$ cat src/rtl/pio_pkg.sv
// Shared definitions for the polled byte-peripheral port.
// Assumes nothing beyond a two-bit operation code on the bus.
package pio_pkg;
    typedef enum logic [1:0] {
        OP_CONFIG = 2'b00,
        OP_QUERY  = 2'b01,
        OP_FETCH  = 2'b10,
        OP_SEND   = 2'b11
    } pio_op_e;

    localparam int ST_READY  = 0;
    localparam int ST_BUSY   = 1;
    localparam int ST_PARERR = 2;
    localparam int ST_DEVERR = 3;
    localparam int ST_OVRUN  = 4;
    localparam int ST_NBITS  = 5;

    localparam int CFG_RXEN  = 0;
    localparam int CFG_IRQEN = 1;
endpackage

$ cat src/rtl/pio_decode.sv
// Address match and operation decode for one bus cycle.
// Purely combinational; assumes cpu_cmd is meaningful only with cpu_valid.
module pio_decode
    import pio_pkg::*;
#(
    parameter int ADDR_W = 8,
    parameter logic [ADDR_W-1:0] MY_ADDR = 'h40
) (
    input  logic              cpu_valid,
    input  logic [ADDR_W-1:0] cpu_addr,
    input  logic [1:0]        cpu_cmd,
    output logic              hit,
    output logic              do_config,
    output logic              do_query,
    output logic              do_fetch,
    output logic              do_send
);
    // Select the one operation the matching cycle requests.
    always_comb begin
        hit       = cpu_valid && (cpu_addr == MY_ADDR);
        do_config = hit && (pio_op_e'(cpu_cmd) == OP_CONFIG);
        do_query  = hit && (pio_op_e'(cpu_cmd) == OP_QUERY);
        do_fetch  = hit && (pio_op_e'(cpu_cmd) == OP_FETCH);
        do_send   = hit && (pio_op_e'(cpu_cmd) == OP_SEND);
    end
endmodule

$ cat src/rtl/pio_rx.sv
// Receive holder: accepts one byte from the device, checks even parity
// across all bits and keeps the data bits until the processor fetches them.
// Assumes take is asserted only for a fetch cycle.
module pio_rx #(
    parameter int CHAR_W = 7
) (
    input  logic              clk,
    input  logic              rst_n,
    input  logic              enable,
    input  logic              in_valid,
    input  logic [CHAR_W:0]   in_data,
    output logic              in_ready,
    input  logic              take,
    output logic              full,
    output logic [CHAR_W-1:0] char_q,
    output logic              par_bad
);
    logic accept;

    // Offer space only when enabled and empty; flag bad parity on accept.
    always_comb begin
        in_ready = enable && !full;
        accept   = in_valid && in_ready;
        par_bad  = accept && (^in_data);
    end

    // Hold the received character and its occupancy flag.
    always_ff @(posedge clk) begin
        if (!rst_n) begin
            full   <= 1'b0;
            char_q <= '0;
        end else if (accept) begin
            full   <= 1'b1;
            char_q <= in_data[CHAR_W-1:0];
        end else if (take) begin
            full   <= 1'b0;
        end
    end

    a_r5_fill_blocks: assert property (@(posedge clk) disable iff (!rst_n)
        accept |=> (full && !in_ready));
    a_r6_take_empties: assert property (@(posedge clk) disable iff (!rst_n)
        (take && full) |=> !full);
    a_r5_hold_char: assert property (@(posedge clk) disable iff (!rst_n)
        (full && !take) |=> ($stable(char_q) && full));
endmodule

$ cat src/rtl/pio_tx.sv
// Send holder: takes one character from the processor, appends an even
// parity bit and offers it to the device until the device accepts it.
// Assumes load is raised only while not busy.
module pio_tx #(
    parameter int CHAR_W = 7
) (
    input  logic              clk,
    input  logic              rst_n,
    input  logic              load,
    input  logic [CHAR_W-1:0] load_char,
    output logic              out_valid,
    output logic [CHAR_W:0]   out_data,
    input  logic              out_ready
);
    // Capture a new byte with parity, release it on handshake.
    always_ff @(posedge clk) begin
        if (!rst_n) begin
            out_valid <= 1'b0;
            out_data  <= '0;
        end else if (load) begin
            out_valid <= 1'b1;
            out_data  <= {^load_char, load_char};
        end else if (out_valid && out_ready) begin
            out_valid <= 1'b0;
        end
    end

    a_r8_hold_offer: assert property (@(posedge clk) disable iff (!rst_n)
        (out_valid && !out_ready) |=> (out_valid && $stable(out_data)));
    a_r8_even_parity: assert property (@(posedge clk) disable iff (!rst_n)
        out_valid |-> !(^out_data));
    a_r8_release: assert property (@(posedge clk) disable iff (!rst_n)
        (out_valid && out_ready) |=> !out_valid);
endmodule

$ cat src/rtl/pio_port.sv
// Polled byte-peripheral port: decodes its own bus address, keeps the
// configuration and sticky error bits, builds the status byte and
// returns registered replies. Assumes CHAR_W+1 >= 5 so status fits.
module pio_port
    import pio_pkg::*;
#(
    parameter int ADDR_W = 8,
    parameter logic [ADDR_W-1:0] MY_ADDR = 'h40,
    parameter int CHAR_W = 7
) (
    input  logic              clk,
    input  logic              rst_n,
    input  logic              cpu_valid,
    input  logic [ADDR_W-1:0] cpu_addr,
    input  logic [1:0]        cpu_cmd,
    input  logic [CHAR_W:0]   cpu_wdata,
    output logic              cpu_rvalid,
    output logic [CHAR_W:0]   cpu_rdata,
    output logic              irq,
    input  logic              dev_in_valid,
    input  logic [CHAR_W:0]   dev_in_data,
    output logic              dev_in_ready,
    output logic              dev_out_valid,
    output logic [CHAR_W:0]   dev_out_data,
    input  logic              dev_out_ready,
    input  logic              dev_fault
);
    localparam int BYTE_W = CHAR_W + 1;

    logic              hit, do_config, do_query, do_fetch, do_send;
    logic              rx_en_q, irq_en_q;
    logic              par_err_q, dev_err_q, ovr_q;
    logic              rx_full, par_bad, tx_busy, tx_load, rx_take;
    logic [CHAR_W-1:0] rx_char;
    logic [BYTE_W-1:0] status;
    logic              unused_wdata_top;

    assign unused_wdata_top = cpu_wdata[CHAR_W];

    pio_decode #(.ADDR_W(ADDR_W), .MY_ADDR(MY_ADDR)) u_dec (
        .cpu_valid (cpu_valid),
        .cpu_addr  (cpu_addr),
        .cpu_cmd   (cpu_cmd),
        .hit       (hit),
        .do_config (do_config),
        .do_query  (do_query),
        .do_fetch  (do_fetch),
        .do_send   (do_send)
    );

    pio_rx #(.CHAR_W(CHAR_W)) u_rx (
        .clk      (clk),
        .rst_n    (rst_n),
        .enable   (rx_en_q),
        .in_valid (dev_in_valid),
        .in_data  (dev_in_data),
        .in_ready (dev_in_ready),
        .take     (rx_take),
        .full     (rx_full),
        .char_q   (rx_char),
        .par_bad  (par_bad)
    );

    pio_tx #(.CHAR_W(CHAR_W)) u_tx (
        .clk       (clk),
        .rst_n     (rst_n),
        .load      (tx_load),
        .load_char (cpu_wdata[CHAR_W-1:0]),
        .out_valid (dev_out_valid),
        .out_data  (dev_out_data),
        .out_ready (dev_out_ready)
    );

    // Gate the holders: sends only when idle, fetches only when full.
    always_comb begin
        tx_busy = dev_out_valid;
        tx_load = do_send && !tx_busy;
        rx_take = do_fetch && rx_full;
        irq     = irq_en_q && rx_full;
    end

    // Assemble the status byte from live flags and sticky errors.
    always_comb begin
        status            = '0;
        status[ST_READY]  = rx_full;
        status[ST_BUSY]   = tx_busy;
        status[ST_PARERR] = par_err_q;
        status[ST_DEVERR] = dev_err_q;
        status[ST_OVRUN]  = ovr_q;
    end

    // Latch the receive and interrupt enables on a configure cycle.
    always_ff @(posedge clk) begin
        if (!rst_n) begin
            rx_en_q  <= 1'b0;
            irq_en_q <= 1'b0;
        end else if (do_config) begin
            rx_en_q  <= cpu_wdata[CFG_RXEN];
            irq_en_q <= cpu_wdata[CFG_IRQEN];
        end
    end

    // Sticky error bits: a new event wins over the clear by a query.
    always_ff @(posedge clk) begin
        if (!rst_n) begin
            par_err_q <= 1'b0;
            dev_err_q <= 1'b0;
            ovr_q     <= 1'b0;
        end else begin
            par_err_q <= par_bad | (par_err_q & ~do_query);
            dev_err_q <= dev_fault | (dev_err_q & ~do_query);
            ovr_q     <= (do_send & tx_busy) | (ovr_q & ~do_query);
        end
    end

    // Registered reply to a query or fetch.
    always_ff @(posedge clk) begin
        if (!rst_n) begin
            cpu_rvalid <= 1'b0;
            cpu_rdata  <= '0;
        end else begin
            cpu_rvalid <= do_query || do_fetch;
            if (do_query)
                cpu_rdata <= status;
            else if (rx_take)
                cpu_rdata <= {1'b0, rx_char};
            else
                cpu_rdata <= '0;
        end
    end

    a_r1_foreign_silent: assert property (@(posedge clk) disable iff (!rst_n)
        (cpu_valid && !hit) |=> !cpu_rvalid);
    a_r9_overrun_flag: assert property (@(posedge clk) disable iff (!rst_n)
        (do_send && tx_busy && !dev_out_ready) |=> (ovr_q && $stable(dev_out_data)));
    a_r3_query_clears: assert property (@(posedge clk) disable iff (!rst_n)
        (do_query && !(do_send && tx_busy)) |=> !ovr_q);
    a_r10_fault_sticky: assert property (@(posedge clk) disable iff (!rst_n)
        dev_fault |=> dev_err_q);
    a_r7_parity_flag: assert property (@(posedge clk) disable iff (!rst_n)
        (dev_in_valid && dev_in_ready && (^dev_in_data)) |=> par_err_q);
    a_r2_reply_pulse: assert property (@(posedge clk) disable iff (!rst_n)
        cpu_rvalid |-> $past(do_query || do_fetch));
endmodule

$ cat config.mk
export PLATFORM = sky130hd
export DESIGN_NAME = pio_port
export DESIGN_NICKNAME = d
export VERILOG_FILES = /design/src/rtl/pio_pkg.sv /design/src/rtl/pio_decode.sv /design/src/rtl/pio_rx.sv /design/src/rtl/pio_tx.sv /design/src/rtl/pio_port.sv
export SDC_FILE = /design/constraint.sdc
export NUM_CORES = 1
export LEC_CHECK = 0
export BUFFER_PORTS_ARGS = -buffer_cell sky130_fd_sc_hd__buf_2
export CAP_MARGIN = 20
export CORE_ASPECT_RATIO = 2
export CORE_UTILIZATION = 45
export CTS_BUF_LIST = sky130_fd_sc_hd__clkbuf_4 sky130_fd_sc_hd__clkbuf_8
export CTS_CLUSTER_DIAMETER = 80
export CTS_CLUSTER_SIZE = 12
export DETAILED_ROUTE_END_ITERATION = 8
export GPL_TIMING_DRIVEN = 1
export HOLD_SLACK_MARGIN = 0.08
export PLACE_DENSITY = 0.79
export REMOVE_ABC_BUFFERS = 1
export SKIP_LAST_GASP = 1
export SYNTH_ARGS = -nofsm -noshare
export SYNTH_HDL_FRONTEND = slang
export SYNTH_SLANG_ARGS = --single-unit
$ cat constraint.sdc
create_clock -name clk -period 4.52 [get_ports clk]
set_input_delay 1.356 -clock clk [delete_from_list [all_inputs] [get_ports clk]]
set_output_delay 1.356 -clock clk [all_outputs]
set_load 0.01 [all_outputs]
==> run_results.csv <==
group,metric,value,unit
logic_synthesis,synth_edf_count,0,
pwr,p_int,0.000451,W
flow_run,maxCapViolCount,0,
logic_synthesis,synth_warnings,0,
pwr,p_leak,0.701,nW
sta,fin_setup_tns,0,ps
logic_synthesis,synth_cells,137,
worst_setup_path,worstRegToRegCells,4,
hold_path,worstHoldEndpoint,"u_rx.char_q[5]",
sta,finClkSkew,4.70,ps
route,dr.pass1.iters,4,
finish,final_common_cell,"buf_2",
sta,min_period,2670,ps
pwr,p_total,0.000576,W
floorplanning,core_area,2600,sq um
route,ant_nets,0,
pwr,power.share.clock,0.456,
pwr,ir_worst_vdd,0.307,mV
pwr,combPwrFrac,0.084,
logic_synthesis,synth_top_family_by_area,"simple AND/OR/NAND/NOR gates",
logic_synthesis,avgSynthCellArea,9.22,sq um
clocking,cts_tree,"yes",
clocking,clk_latency,290,ps
pwr,p_sw_frac,0.218,
sta,finalSetupViolations,0,
sta,finalCritPeriodShare,0.591,
clocking,clk_root_buffer_cell,"clkbuf_8",
logic_synthesis,yosysSeqAreaShare,0.475,
worst_setup_path,r2r_slack,2970,ps
finish,fillers,242,
route,wirelength,2620,microns
sta,finalWorstSetupSlack,1850,ps
finish,final_cell_mix,"buf_2 (49), dfxtp_1 (30), nand2_1 (16), nor2_1 (14), xnor2_1 (12)",
floorplanning,die_w,39.5,microns
logic_synthesis,synth_xor_area_frac,0.0901,
worst_setup_path,cp-end-kind,"output pin",
pwr,switchingPower,0.000125,W
clocking,cts_buffers,5,
hold_path,holdPathStages,2,
floorplanning,die_area,3040,sq um
finish,multi_input_area,607,sq um
floorplanning,dieHeight,76.9,microns
place,io_buffer_count,49,
sta,max_freq,374,MHz
pwr,powerDensity,358,nW/um^2
logic_synthesis,synth_fa_ha_area_frac,0,
clocking,cts_hold_buffers,0,
worst_setup_path,cp.required,3160,ps
sta,maxSlewHeadroom,0.590,
global_route,overflow,0,
clocking,cts_sinks,30,
global_route,grt_pass1_vias,1090,
global_route,antenna_found_initial,0,
floorplanning,initial_utilization,0.486,
logic_synthesis,syn_area,1260,sq um
worst_setup_path,crit_arrival,1320,ps
worst_setup_path,timing.rr.end,"u_tx.out_data[1]",
finish,seqCellArea,601,sq um
finish,finalNonFillerCells,215,
sta,hold_viol,0,
worst_setup_path,critical_path_class,"reg -> out",
finish,nNetsFinal,218,
route,vias,1097,
sta,tightest_slew,614,ps
route,remaining_drc_errors,0,
place,globalplace.congestion,0.827,
hold_path,holdCritStartpoint,"u_rx.char_q[5]",
finish,antennaDiodeCount,0,
route,drt_iter0_markers,23,
place,dpl.hpwl,2010,microns
logic_synthesis,synth_cell_type_count,28,
global_route,track_usage,0.210,
logic_synthesis,ys_ff_latch,30,
run_status,status,"complete, no violations",
hold_path,hold_path.class,"reg -> reg",
global_route,grt_pass1_wl,4420,microns
clocking,cts-htree-levels,2,
worst_setup_path,path_max_fanout,9,
finish,drive_above_1_share,0.321,
pwr,p_seq_frac,0.460,
route,wire_per_inst,12.2,microns
place,place_inst,207,
route,viasPerCell,5.10,
sta,final_max_slew_viol_count,0,
worst_setup_path,reg2reg_from,"u_tx.out_valid",
clocking,cts_setup_buffers,0,
logic_synthesis,synth-compound-area-share,0.0990,
logic_synthesis,async_reset_ff_frac,0,
floorplanning,rows,26,
global_route,grt_max_degree,21,
place,preCtsSetupSlack,1600,ps
logic_synthesis,synthSimpleGateAreaFrac,0.217,
clocking,clk_pin_slew,60,ps
floorplanning,ios,52,
sta,fin_hold_ws,456,ps
logic_synthesis,synthFlopType,"dfxtp_1",
worst_setup_path,start_kind,"register",
clocking,cts_resized,0,
logic_synthesis,synthMuxAreaShare,0.0713,
finish,areaGrowthSynthToFinish,27.5,%
clocking,clk_path_buf_depth,2,
sta,rsz0062_at_grt,"no",
-- kinds of logic after synthesis --
| logic type | count (synthesis) |
|---|---|
| compound gates | 19 |
| simple gates | 54 |
| xor+xnor | 13 |
| other cells | 1 |
| flops | 30 |
| buf+inv | 11 |
| mux | 9 |
-- worst max-delay path: stages, from the launching register on --
cell     delay [ps]
dfxtp_1         330
nor2b_1         470
buf_2           230
-- power groups by stage --
stage               clock, W  combinational (W)  sequential [W]
floorplan                  0          0.0000252        0.000271
finish              0.000263          0.0000482        0.000265
global placement           0          0.0000462        0.000271
global route        0.000276          0.0000532        0.000265
detailed placement         0          0.0000479        0.000271
CTS                 0.000267          0.0000486        0.000265
-- metrics by stage --
stage / util / cell area [sq um]
6_report: 0.619 / 1610
5_1_grt: 0.619 / 1610
4_1_cts: 0.619 / 1610
3_5_place_dp: 0.577 / 1500
3_3_place_gp: 0.577 / 1500
2_1_floorplan: - / 1220
-- worst max path at each step --
stage	to	slack [ps]	from
after floorplan	u_tx.out_data[0]	1960	cpu_addr[1]
after global placement	u_tx.out_data[6]	1720	cpu_addr[1]
after detailed placement	u_tx.out_data[2]	1600	cpu_addr[1]
after CTS	dev_in_ready	1850	rx_en_q
after global routing	dev_in_ready	1730	rx_en_q
final	dev_in_ready	1850	rx_en_q
-- state kept, by name (all words and copies together), names as in the netlist --
register,cells
par_err_q,1
u_rx.char_q,7
dev_err_q,1
u_tx.out_valid,1
ovr_q,1
cpu_rvalid,1
cpu_rdata,7
u_tx.out_data,8
rx_en_q,1
u_rx.full,1
irq_en_q,1
-- final cells by class --
cell class	instances	area share
multi-input cells	96	0.377
flip-flops and latches	30	0.373
repair buffers	49	0.152
clock buffers	5	0.0427
clock inverters	3	0.0248
well taps	28	0.0217
inverters	4	0.00932
-- synth_stat cells (3+ instances only) --
| cell | number | area, sq um |
|---|---|---|
| mux2i_1 | 9 | 90.1 |
| xnor2_1 | 12 | 105 |
| a22o_1 | 4 | 35.0 |
| buf_2 | 3 | 15.0 |
| nand4_1 | 3 | 18.8 |
| and2_1 | 3 | 18.8 |
| nand2_1 | 16 | 60.1 |
| a21oi_1 | 10 | 50.1 |
| inv_1 | 4 | 15.0 |
| dfxtp_1 | 30 | 601 |
| nor2_1 | 14 | 52.6 |
| nand3_1 | 8 | 40.0 |
| nor2b_1 | 3 | 18.8 |
-- per-layer routing --
layer | global-route usage | part of all wire | vias up
met5 | 0 | 0 | -
met4 | 0.145 | 0.035 | 0
met3 | 0.0434 | 0.060 | 5
li1 | - | - | 555
met2 | 0.361 | 0.55 | 37
met1 | 0.199 | 0.35 | 500
Power figures use the tool's default switching activity.
